==> src/rtl/tdm_slot_pkg.sv <==
// Package: shared defaults and the slot-phase type for the timeslot codec.
// Assumes each slot is a data field followed by one signaling and one valid bit.
package tdm_slot_pkg;

    localparam int DEF_SLOTS     = 32;
    localparam int DEF_DATA_BITS = 8;
    localparam int DEF_IDLE_A    = 0;
    localparam int DEF_IDLE_B    = 16;

    // Which field of the slot word the current bit belongs to.
    typedef enum logic [1:0] {
        PH_DATA  = 2'd0,
        PH_SIG   = 2'd1,
        PH_VALID = 2'd2
    } slot_phase_e;

endpackage

==> src/rtl/tdm_slot_timer.sv <==
// Module: bit and slot position tracker.
// What it does: gives the position of the current cycle within the frame,
// realigns on frame sync, and flags a sync pulse that arrives off-position.
// Assumes: frame_sync is one cycle wide and marks bit 0 of slot 0.
module tdm_slot_timer
    import tdm_slot_pkg::*;
#(
    parameter int SLOTS     = DEF_SLOTS,
    parameter int DATA_BITS = DEF_DATA_BITS,
    localparam int SLOT_BITS = DATA_BITS + 2,
    localparam int BW        = $clog2(SLOT_BITS),
    localparam int SW        = $clog2(SLOTS)
) (
    input  logic          clk,
    input  logic          rst_n,
    input  logic          frame_sync,
    output logic [SW-1:0] cur_slot,
    output slot_phase_e   phase,
    output logic          last_bit,
    output logic [SW-1:0] next_slot,
    output logic          sync_err
);

    localparam logic [BW-1:0] BIT_LAST  = BW'(SLOT_BITS - 1);
    localparam logic [BW-1:0] BIT_SIG   = BW'(DATA_BITS);
    localparam logic [SW-1:0] SLOT_LAST = SW'(SLOTS - 1);

    logic [BW-1:0] bit_q;
    logic [SW-1:0] slot_q;
    logic [BW-1:0] cur_bit;
    logic          locked_q;

    // Current position: a sync pulse forces slot 0, bit 0.
    always_comb begin
        cur_bit  = frame_sync ? '0 : bit_q;
        cur_slot = frame_sync ? '0 : slot_q;
    end

    // Decode the field of the current bit and the slot that follows.
    always_comb begin
        if (cur_bit < BIT_SIG) begin
            phase = PH_DATA;
        end else if (cur_bit == BIT_SIG) begin
            phase = PH_SIG;
        end else begin
            phase = PH_VALID;
        end
        last_bit  = (cur_bit == BIT_LAST);
        next_slot = (cur_slot == SLOT_LAST) ? '0 : cur_slot + SW'(1);
    end

    // Advance the counters by one bit position every cycle.
    always_ff @(posedge clk) begin
        if (!rst_n) begin
            bit_q  <= '0;
            slot_q <= '0;
        end else if (last_bit) begin
            bit_q  <= '0;
            slot_q <= next_slot;
        end else begin
            bit_q  <= cur_bit + BW'(1);
            slot_q <= cur_slot;
        end
    end

    // Track lock and flag a sync pulse that arrives away from the frame start.
    always_ff @(posedge clk) begin
        if (!rst_n) begin
            locked_q <= 1'b0;
            sync_err <= 1'b0;
        end else begin
            locked_q <= locked_q | frame_sync;
            sync_err <= frame_sync && locked_q && ((bit_q != '0) || (slot_q != '0));
        end
    end

    AST_SYNC_REALIGN: assert property (@(posedge clk) disable iff (!rst_n)
        frame_sync |=> (bit_q == BW'(1) && slot_q == '0));
    AST_BIT_STEP: assert property (@(posedge clk) disable iff (!rst_n)
        (!frame_sync && bit_q != BIT_LAST) |=> (bit_q == $past(bit_q) + BW'(1)));
    AST_SLOT_WRAP: assert property (@(posedge clk) disable iff (!rst_n)
        (!frame_sync && bit_q == BIT_LAST && slot_q == SLOT_LAST) |=> (slot_q == '0));
    AST_ERR_CAUSE: assert property (@(posedge clk) disable iff (!rst_n)
        sync_err |-> $past(frame_sync));

endmodule

==> src/rtl/tdm_rx_unpack.sv <==
// Module: receive unpacker.
// What it does: shifts the data bits into a byte (MSB first), holds the
// signaling bit, and on the valid bit publishes the whole slot with a strobe.
// Assumes: the phase input comes from the position tracker and is in step with ser_in.
module tdm_rx_unpack
    import tdm_slot_pkg::*;
#(
    parameter int SLOTS     = DEF_SLOTS,
    parameter int DATA_BITS = DEF_DATA_BITS,
    parameter int IDLE_A    = DEF_IDLE_A,
    parameter int IDLE_B    = DEF_IDLE_B,
    localparam int SW       = $clog2(SLOTS)
) (
    input  logic                 clk,
    input  logic                 rst_n,
    input  logic                 ser_in,
    input  slot_phase_e          phase,
    input  logic [SW-1:0]        cur_slot,
    output logic [DATA_BITS-1:0] rx_byte,
    output logic [SW-1:0]        rx_slot,
    output logic                 rx_sig,
    output logic                 rx_valid,
    output logic                 rx_pcm,
    output logic                 rx_strobe
);

    logic [DATA_BITS-1:0] shift_q;
    logic                 sig_q;
    logic                 slot_is_pcm;

    // Slots reserved for framing and signaling carry no PCM.
    always_comb begin
        slot_is_pcm = (cur_slot != SW'(IDLE_A)) && (cur_slot != SW'(IDLE_B));
    end

    // Collect data bits and the signaling bit as they arrive.
    always_ff @(posedge clk) begin
        if (!rst_n) begin
            shift_q <= '0;
            sig_q   <= 1'b0;
        end else if (phase == PH_DATA) begin
            shift_q <= {shift_q[DATA_BITS-2:0], ser_in};
        end else if (phase == PH_SIG) begin
            sig_q <= ser_in;
        end
    end

    // Publish the finished slot on its valid bit.
    always_ff @(posedge clk) begin
        if (!rst_n) begin
            rx_byte   <= '0;
            rx_slot   <= '0;
            rx_sig    <= 1'b0;
            rx_valid  <= 1'b0;
            rx_pcm    <= 1'b0;
            rx_strobe <= 1'b0;
        end else begin
            rx_strobe <= (phase == PH_VALID);
            if (phase == PH_VALID) begin
                rx_byte  <= shift_q;
                rx_slot  <= cur_slot;
                rx_sig   <= sig_q;
                rx_valid <= ser_in;
                rx_pcm   <= slot_is_pcm;
            end
        end
    end

    AST_STROBE_PULSE: assert property (@(posedge clk) disable iff (!rst_n)
        rx_strobe |=> !rx_strobe);
    AST_RX_HOLD: assert property (@(posedge clk) disable iff (!rst_n)
        (phase != PH_VALID) |=> $stable(rx_byte) && $stable(rx_slot));

endmodule

==> src/rtl/tdm_tx_pack.sv <==
// Module: transmit packer.
// What it does: loads the next slot's word on the last bit of the current
// slot and shifts it out MSB first, forcing the idle word on reserved slots.
// Assumes: the source presents its word in the cycle where last_bit is high.
module tdm_tx_pack
    import tdm_slot_pkg::*;
#(
    parameter int SLOTS     = DEF_SLOTS,
    parameter int DATA_BITS = DEF_DATA_BITS,
    parameter int IDLE_A    = DEF_IDLE_A,
    parameter int IDLE_B    = DEF_IDLE_B,
    parameter logic [DATA_BITS-1:0] IDLE_PATTERN = '1,
    localparam int SLOT_BITS = DATA_BITS + 2,
    localparam int SW        = $clog2(SLOTS)
) (
    input  logic                 clk,
    input  logic                 rst_n,
    input  logic                 last_bit,
    input  logic [SW-1:0]        next_slot,
    input  logic [DATA_BITS-1:0] tx_byte,
    input  logic                 tx_sig,
    input  logic                 tx_valid,
    output logic                 ser_out
);

    logic [SLOT_BITS-1:0] word_q;
    logic [SLOT_BITS-1:0] load_word;
    logic                 next_idle;

    // Choose the idle word for reserved slots, the caller's word otherwise.
    always_comb begin
        next_idle = (next_slot == SW'(IDLE_A)) || (next_slot == SW'(IDLE_B));
        load_word = next_idle ? {IDLE_PATTERN, 1'b0, 1'b0}
                              : {tx_byte, tx_sig, tx_valid};
    end

    // Load at the slot boundary, shift left on every other bit.
    always_ff @(posedge clk) begin
        if (!rst_n) begin
            word_q <= '0;
        end else if (last_bit) begin
            word_q <= load_word;
        end else begin
            word_q <= {word_q[SLOT_BITS-2:0], 1'b0};
        end
    end

    always_comb begin
        ser_out = word_q[SLOT_BITS-1];
    end

    AST_IDLE_FIRST: assert property (@(posedge clk) disable iff (!rst_n)
        (last_bit && next_idle) |=> (ser_out == IDLE_PATTERN[DATA_BITS-1]));
    AST_LOAD_DATA: assert property (@(posedge clk) disable iff (!rst_n)
        (last_bit && !next_idle) |=> (ser_out == $past(tx_byte[DATA_BITS-1])));

endmodule

==> src/rtl/tdm_slot_codec.sv <==
// Module: timeslot codec top.
// What it does: ties the position tracker, receive unpacker and transmit
// packer to one serial bus of fixed-length slots.
// Assumes: one bus bit per clock, and a one-cycle frame sync at bit 0 of slot 0.
module tdm_slot_codec
    import tdm_slot_pkg::*;
#(
    parameter int SLOTS     = DEF_SLOTS,
    parameter int DATA_BITS = DEF_DATA_BITS,
    parameter int IDLE_A    = DEF_IDLE_A,
    parameter int IDLE_B    = DEF_IDLE_B,
    parameter logic [DATA_BITS-1:0] IDLE_PATTERN = '1,
    localparam int SW = $clog2(SLOTS)
) (
    input  logic                 clk,
    input  logic                 rst_n,
    input  logic                 frame_sync,
    input  logic                 ser_in,
    input  logic [DATA_BITS-1:0] tx_byte,
    input  logic                 tx_sig,
    input  logic                 tx_valid,
    output logic [DATA_BITS-1:0] rx_byte,
    output logic [SW-1:0]        rx_slot,
    output logic                 rx_sig,
    output logic                 rx_valid,
    output logic                 rx_pcm,
    output logic                 rx_strobe,
    output logic                 tx_load,
    output logic [SW-1:0]        tx_load_slot,
    output logic                 ser_out,
    output logic                 sync_err
);

    logic [SW-1:0] cur_slot;
    logic [SW-1:0] next_slot;
    slot_phase_e   phase;
    logic          last_bit;

    tdm_slot_timer #(
        .SLOTS     (SLOTS),
        .DATA_BITS (DATA_BITS)
    ) u_timer (
        .clk        (clk),
        .rst_n      (rst_n),
        .frame_sync (frame_sync),
        .cur_slot   (cur_slot),
        .phase      (phase),
        .last_bit   (last_bit),
        .next_slot  (next_slot),
        .sync_err   (sync_err)
    );

    tdm_rx_unpack #(
        .SLOTS     (SLOTS),
        .DATA_BITS (DATA_BITS),
        .IDLE_A    (IDLE_A),
        .IDLE_B    (IDLE_B)
    ) u_rx (
        .clk       (clk),
        .rst_n     (rst_n),
        .ser_in    (ser_in),
        .phase     (phase),
        .cur_slot  (cur_slot),
        .rx_byte   (rx_byte),
        .rx_slot   (rx_slot),
        .rx_sig    (rx_sig),
        .rx_valid  (rx_valid),
        .rx_pcm    (rx_pcm),
        .rx_strobe (rx_strobe)
    );

    tdm_tx_pack #(
        .SLOTS        (SLOTS),
        .DATA_BITS    (DATA_BITS),
        .IDLE_A       (IDLE_A),
        .IDLE_B       (IDLE_B),
        .IDLE_PATTERN (IDLE_PATTERN)
    ) u_tx (
        .clk       (clk),
        .rst_n     (rst_n),
        .last_bit  (last_bit),
        .next_slot (next_slot),
        .tx_byte   (tx_byte),
        .tx_sig    (tx_sig),
        .tx_valid  (tx_valid),
        .ser_out   (ser_out)
    );

    // Expose the load request for the transmit source.
    always_comb begin
        tx_load      = last_bit;
        tx_load_slot = next_slot;
    end

    AST_STROBE_AFTER_LAST: assert property (@(posedge clk) disable iff (!rst_n)
        rx_strobe |-> $past(last_bit));
    AST_LOAD_PULSE: assert property (@(posedge clk) disable iff (!rst_n)
        tx_load |=> !tx_load);

endmodule

==> config.mk <==
export PLATFORM = sky130hd
export DESIGN_NAME = tdm_slot_codec
export DESIGN_NICKNAME = d
export VERILOG_FILES = /design/src/rtl/tdm_slot_pkg.sv /design/src/rtl/tdm_slot_timer.sv /design/src/rtl/tdm_rx_unpack.sv /design/src/rtl/tdm_tx_pack.sv /design/src/rtl/tdm_slot_codec.sv
export SDC_FILE = /design/constraint.sdc
export NUM_CORES = 1
export LEC_CHECK = 0
export CAP_MARGIN = 25
export CORE_MARGIN = 2
export CORE_UTILIZATION = 46
export CTS_BUF_LIST = sky130_fd_sc_hd__clkbuf_8
export DETAILED_ROUTE_END_ITERATION = 16
export PLACE_DENSITY = 0.73
export SETUP_SLACK_MARGIN = 0.05
export SLEW_MARGIN = 20
export SYNTH_ARGS = -nofsm -noshare
export SYNTH_HDL_FRONTEND = slang
export SYNTH_SLANG_ARGS = --single-unit
==> constraint.sdc <==
create_clock -name clk -period 3.2 [get_ports clk]
set_clock_uncertainty 0.15 [all_clocks]
set_input_delay 0.32 -clock clk [delete_from_list [all_inputs] [get_ports clk]]
set_output_delay 0.32 -clock clk [all_outputs]
set_load 0.02 [all_outputs]
# Yosys cells after proc, flatten, opt, wreduce, memory -nomap -nowiden
# Cells that the tools add are included.
dict set report word_totals {
  out_inout_bits 25
  regBits 47
}
dict set report op_classes {
  n_eq_ne 7
  n_reduce_logical 13
  order_cmp 1
  add_sub_neg 2
  n_mux 8
  n_bitwise 4
}
# cell count
set ops {}
lappend ops {{10-bit 2-to-1 mux} 2}
lappend ops {{5-bit 2-to-1 mux} 3}
lappend ops {{5-bit == test, second input constant} 2}
lappend ops {{5-bit nonzero test} 2}
lappend ops {{4-bit == test, second input constant} 2}
lappend ops {{5-bit by 1-bit adder with 5-bit output, second input constant} 1}
lappend ops {{5-bit zero test} 1}
lappend ops {{5-bit inequality test, second input constant} 1}
lappend ops {{4-bit by 1-bit adder with 4-bit output, second input constant} 1}
lappend ops {{4-bit < comparator, second input constant} 1}
lappend ops {{2-bit 2-to-1 mux} 2}
lappend ops {{4-bit 2-to-1 mux} 1}
lappend ops {{4-bit nonzero test} 1}
lappend ops {{1-bit logical AND} 3}
lappend ops {{1-bit inverter} 3}
lappend ops {{3-bit OR reduction} 1}
lappend ops {{2-bit by 1-bit == test with 1-bit output, second input constant} 1}
lappend ops {{2-bit == test, second input constant} 1}
lappend ops {{2-bit zero test} 1}
lappend ops {{1-bit logical OR} 2}
lappend ops {{2-bit AND reduction} 1}
lappend ops {{2-bit OR reduction} 1}
lappend ops {{1-bit bitwise OR} 1}

# Depth between registers and ports, before layout
dict set report logic_depth {
  depth_word 7
  mapped_depth 11
  depth_no_buf 9
}

# Cells and area by module
# A second synthesis with hierarchy kept.
dict set report unflattened {
  cells_unflattened 208
  area_unflattened_um2 1986.9
}
# module cells_per_inst n_inst area_per_inst_um2 seq_area_each_um2
set by_module_without_submodules {}
lappend by_module_without_submodules {tdm_rx_unpack 112 1 998.5 520.5}
lappend by_module_without_submodules {tdm_slot_timer 69 1 631.9 220.2}
lappend by_module_without_submodules {tdm_tx_pack 27 1 356.6 200.2}

# Worst setup path after synthesis
# Ideal clock, no wire load.
dict set report synth_timing {
  kind {input to register}
  start {input port frame_sync}
  end {register u_tx.word_q[2]}
  setup_ns 0.122
  path_stages 11
  arrival_time_ns 2.113
  setup_slack_ns 0.816
  path_buffers 2
  cell_sequence {clkbuf_1 -> nand2b_1 -> inv_1 -> ha_1 -> and3_1 -> ha_1 -> nor3b_1 -> mux2i_1 -> and4_4 -> buf_6 -> a221o_1}
}
dict set report synth_via {
  elab_chain_len 7
  word_cells_on_any_way 11
  cone_classes {add/sub: 1; eq/ne: 3; mux: 5; reduce/logical: 2}
}
# element line_no
set synth_lines {}
lappend synth_lines {{from (decl)} tdm_slot_codec.sv:17} ;# input logic frame_sync,
lappend synth_lines {{5-bit 2-to-1 mux (*)} tdm_slot_timer.sv:36} ;# cur_slot = frame_sync ? '0 : slot_q;
lappend synth_lines {{named net cur_slot[1]} tdm_slot_codec.sv:34} ;# logic [SW-1:0] cur_slot;
lappend synth_lines {{5-bit by 1-bit adder with 5-bit output or 5-bit == test (tied branches)} tdm_slot_timer.sv:49} ;# next_slot = (cur_slot == SLOT_LAST) ? '0 : cur_slot + SW'(1);
lappend synth_lines {{5-bit 2-to-1 mux (*)} tdm_slot_timer.sv:49}
lappend synth_lines {{5-bit == test or 5-bit zero test (tied branches)} tdm_tx_pack.sv:32} ;# next_idle = (next_slot == SW'(IDLE_A)) || (next_slot == SW'(IDLE_B));
lappend synth_lines {{1-bit logical OR (*)} tdm_tx_pack.sv:32}
lappend synth_lines {{10-bit 2-to-1 mux (*)} tdm_tx_pack.sv:33} ;# load_word = next_idle ? {IDLE_PATTERN, 1'b0, 1'b0}
lappend synth_lines {{10-bit 2-to-1 mux (*)} tdm_tx_pack.sv:41} ;# end else if (last_bit) begin
lappend synth_lines {{to (signal assigned)} tdm_tx_pack.sv:42} ;# word_q <= load_word;
lappend synth_lines {{to (signal assigned)} tdm_tx_pack.sv:44} ;# word_q <= {word_q[SLOT_BITS-2:0], 1'b0};
lappend synth_lines {{to (decl)} tdm_tx_pack.sv:26} ;# logic [SLOT_BITS-1:0] word_q;
# Mark *: on every way through the listed nets, which the timed path passes. The rest lies on a longest branch.
# A chain may end at the register's enable or synchronous reset.

# Worst setup path in the final report
dict set report layout_timing {
  start {input port frame_sync}
  end {output port tx_load_slot[0]}
}
dict set report layout_via {
  elab_chain_len 3
  word_cells_on_any_way 4
  cone_classes {add/sub: 1; eq/ne: 1; mux: 2}
}
# element line_no
set layout_lines {}
lappend layout_lines {{5-bit 2-to-1 mux (*)} tdm_slot_timer.sv:36}
lappend layout_lines {{named net cur_slot[0]} tdm_slot_codec.sv:34}
lappend layout_lines {{5-bit by 1-bit adder with 5-bit output or 5-bit == test (tied branches)} tdm_slot_timer.sv:49}
lappend layout_lines {{5-bit 2-to-1 mux (*)} tdm_slot_timer.sv:49}
lappend layout_lines {{to (decl)} tdm_slot_codec.sv:29} ;# output logic [SW-1:0] tx_load_slot,
# Marks and branches as above.

==> results.tsv <==
metric	value	unit
synthTopCellsByArea	sky130_fd_sc_hd__dfxtp_1 49%, sky130_fd_sc_hd__nand2_1 9.6%, sky130_fd_sc_hd__a21boi_0 8.2%, sky130_fd_sc_hd__ha_1 4.6%, sky130_fd_sc_hd__a221o_1 4.2%	
wire_length_of_the_first_global_routing_pass	6270	um
grt_pass1_vias	1428	
seq_area_frac_synth	0.491	
worstReg2RegStart	u_timer.slot_q[0]	
crit_start	frame_sync	
status	completed	
wire_per_inst	12.7	um
grt_start_max_net_pins	18	
average_via_count_per_standard_cell	5.10	
top_level_ports	39	
grtUsageTotal	0.179	
netlist.area_leader.share	0.491	
grt_setup_unrepaired	no	
die-height	68.6	um
ctsHtreeMaxLevel	2	
syn2layout_area_growth	27.5	%
power.density	418	nW/um^2
worstPathMaxFanout	4	
post_synthesis_mux_area_share	0.0104	
synth.distinct_cells	35	
antenna_violating_nets_post_route	0	
max_buffers_root_to_sink	2	
report.final.hold_viol_count	0	
ir_worst_vdd	229	uV
largest_family_of_logic_cells_by_synthesized_area	simple AND/OR/NAND/NOR gates	
max_stage_delay	0.64	ns
tightest_slew	0.698	ns
average_size_of_a_mapped_cell	9.31	sq um
tritoncts	done	
most_common_cell_after_layout_fill_and_taps_aside	sky130_fd_sc_hd__nand2_1	
crit_required	2.73	ns
r2r_setup_slack	0.85	ns
detailroute.via_count	1515	
timing.max_slew.rel_slack	0.535	
layout_cell_share_with_drive_strength_beyond_1	0.0729	
postSynthRegisterBits	47	
cts.sinks	47	
dpl.hpwl	2720	um
initial_utilization	0.480	
fmaxAchievable	338	MHz
floorplan.die_area	4700	sq um
post-place-cells	289	
cts_setup_buffers	0	
fp-row-count	23	
syn_inst_count	206	
post-route-period-util	0.924	
numPortBuffers	38	
timing.critical_path.arrival	2.49	ns
max_slew_violation_count	0	
min-delay-start	u_rx.rx_sig	
maxCapViolations	0	
synth_top_area_cell	sky130_fd_sc_hd__dfxtp_1	
clock_transition_at_the_registers_of_the_reported_paths	0.08	ns
drt_pre_antenna_iters	4	
synth-compound-area-share	0.170	
antennaDiodeCount	0	
crit_type	in -> out	
syn_nets	227	
hold_path.class	reg -> reg	
clock_insertion_delay_worst_skew	0.30	ns
drt_iter0_drcs	93	
nFillCells	365	
gpl.final_weighted_congestion	0.749	
p_leak	0.000954	uW
crit_path_end_kind	output pin	
synth_fa_ha_area_frac	0.0457	
postSynth.topFlopCell	sky130_fd_sc_hd__dfxtp_1	
synthXorXnorAreaFrac	0.0137	
layout_common_cells	49 x sky130_fd_sc_hd__nand2_1, 47 x sky130_fd_sc_hd__dfxtp_1, 37 x sky130_fd_sc_hd__clkdlybuf4s50_1	
synth_edf_count	0	
placeableCoreArea	4000	sq um
final_period_minus_worst_setup_slack	2.96	ns
worstSetupStartpointType	input port	
drcViolationCount	0	
stdcell_count	297	
synth-warning-count	0	
cts-buffers-inserted	5	
synth-async-reset-ratio	0	
num-nets-final	267	
dieWidth	68.6	um
synth-simple-area-share	0.221	
crit_chain	clkdlybuf4s50_1 > nand2b_1 > inv_1 > ha_1 > and3_1 > ha_1 > nor2_1 > clkdlybuf4s50_1	
grt_overflow	0	
totalNegativeSetupSlack	0	ns
clock-root-buffer	sky130_fd_sc_hd__clkbuf_8	
slowest_stage	sky130_fd_sc_hd__clkdlybuf4s50_1	
synthesis.area	1920	sq um
antenna_found_initial	0	
route.final.wire_length	3760	um
final-setup-viol-count	0	
## worst max-delay path: cells and delay by family
family | cells | cell delay (ns)
buf+inv | 3 | 1.25
simple gates | 3 | 0.47
fa+ha+maj | 2 | 0.44
## per-stage QoR
stage | setup WS (ns) | cell area (sq um) | utilization | total power [uW] | hold slack [ns]
2_1_floorplan | 0.816 | 1920 | - | 628 | 0.266
3_3_place_gp | 0.103 | 2350 | 0.587 | 654 | 0.286
3_5_place_dp | 0.0430 | 2350 | 0.587 | 655 | 0.295
4_1_cts | 0.235 | 2450 | 0.612 | 1040 | 0.312
6_report | 0.244 | 2450 | 0.612 | 1020 | 0.305
5_1_grt | 0.110 | 2450 | 0.612 | 1070 | 0.329
## metal layers
layer | global-route usage | wire [um] | part of all wire
met3 | 0.0503 | 205 | 0.055
met5 | 0 | 0 | 0
met1 | 0.231 | 1740 | 0.46
met4 | 0.0750 | 63 | 0.017
met2 | 0.280 | 1750 | 0.47
## repair_timing
item,4_1_cts,5_1_grt
hold buffers,0,0
resized for setup,1,0
endpoints found under the setup margin,1,0
## cell families after synthesis
family	after synthesis
AND/OR/NAND/NOR	87
adder cells (fa/ha/maj)	7
AO/OA/AOI/OAI	41
buffers and inverters	19
multiplexers	2
flip-flops	47
XOR/XNOR	3
## cell type report
cell class	instances	area, sq um	share of cell area
inverters	7	26.3	0.0107
clock buffers	7	96.3	0.0394
flip-flops and latches	47	941	0.385
well taps	50	62.6	0.0256
multi-input cells	140	885	0.362
clock inverters	1	3.75	0.00153
repair buffers	45	432	0.176
## synthesized netlist by cell type (3+ instances only)
| cell type | instances |
|---|---|
| sky130_fd_sc_hd__a221o_1 | 8 |
| sky130_fd_sc_hd__a22o_1 | 3 |
| sky130_fd_sc_hd__ha_1 | 7 |
| sky130_fd_sc_hd__nand3_1 | 3 |
| sky130_fd_sc_hd__a21boi_0 | 21 |
| sky130_fd_sc_hd__and3_1 | 4 |
| sky130_fd_sc_hd__nand2_1 | 49 |
| sky130_fd_sc_hd__dfxtp_1 | 47 |
| sky130_fd_sc_hd__buf_2 | 5 |
| sky130_fd_sc_hd__clkbuf_1 | 5 |
| sky130_fd_sc_hd__nand2b_1 | 7 |
| sky130_fd_sc_hd__inv_1 | 7 |
| sky130_fd_sc_hd__nor2_1 | 6 |
| sky130_fd_sc_hd__nor3_1 | 3 |
| sky130_fd_sc_hd__nor2b_1 | 3 |
## final timing paths
check	end	depth (start not counted)
setup reg to reg	u_tx.word_q[4]	10
hold / removal	u_rx.rx_sig	2
setup / recovery	tx_load_slot[0]	8
hold reg to reg	u_rx.rx_sig	2
## state kept, by name, summed over array words and instances (netlist names)
name,flops
u_rx.shift_q,8
u_rx.sig_q,1
u_rx.rx_byte,8
u_timer.sync_err,1
u_rx.rx_sig,1
u_timer.bit_q,4
u_timer.slot_q,5
u_rx.rx_pcm,1
u_tx.word_q,10
u_timer.locked_q,1
u_rx.rx_slot,5
u_rx.rx_valid,1
u_rx.rx_strobe,1
## where the power goes
group          internal [uW]  total, uW  switching, uW
Clock                    194        381            187
Combinational           27.9       48.3           20.4
Sequential               589        593           3.33
Total                    811       1020            211
Note: power is estimated with default switching activity, not from simulation.
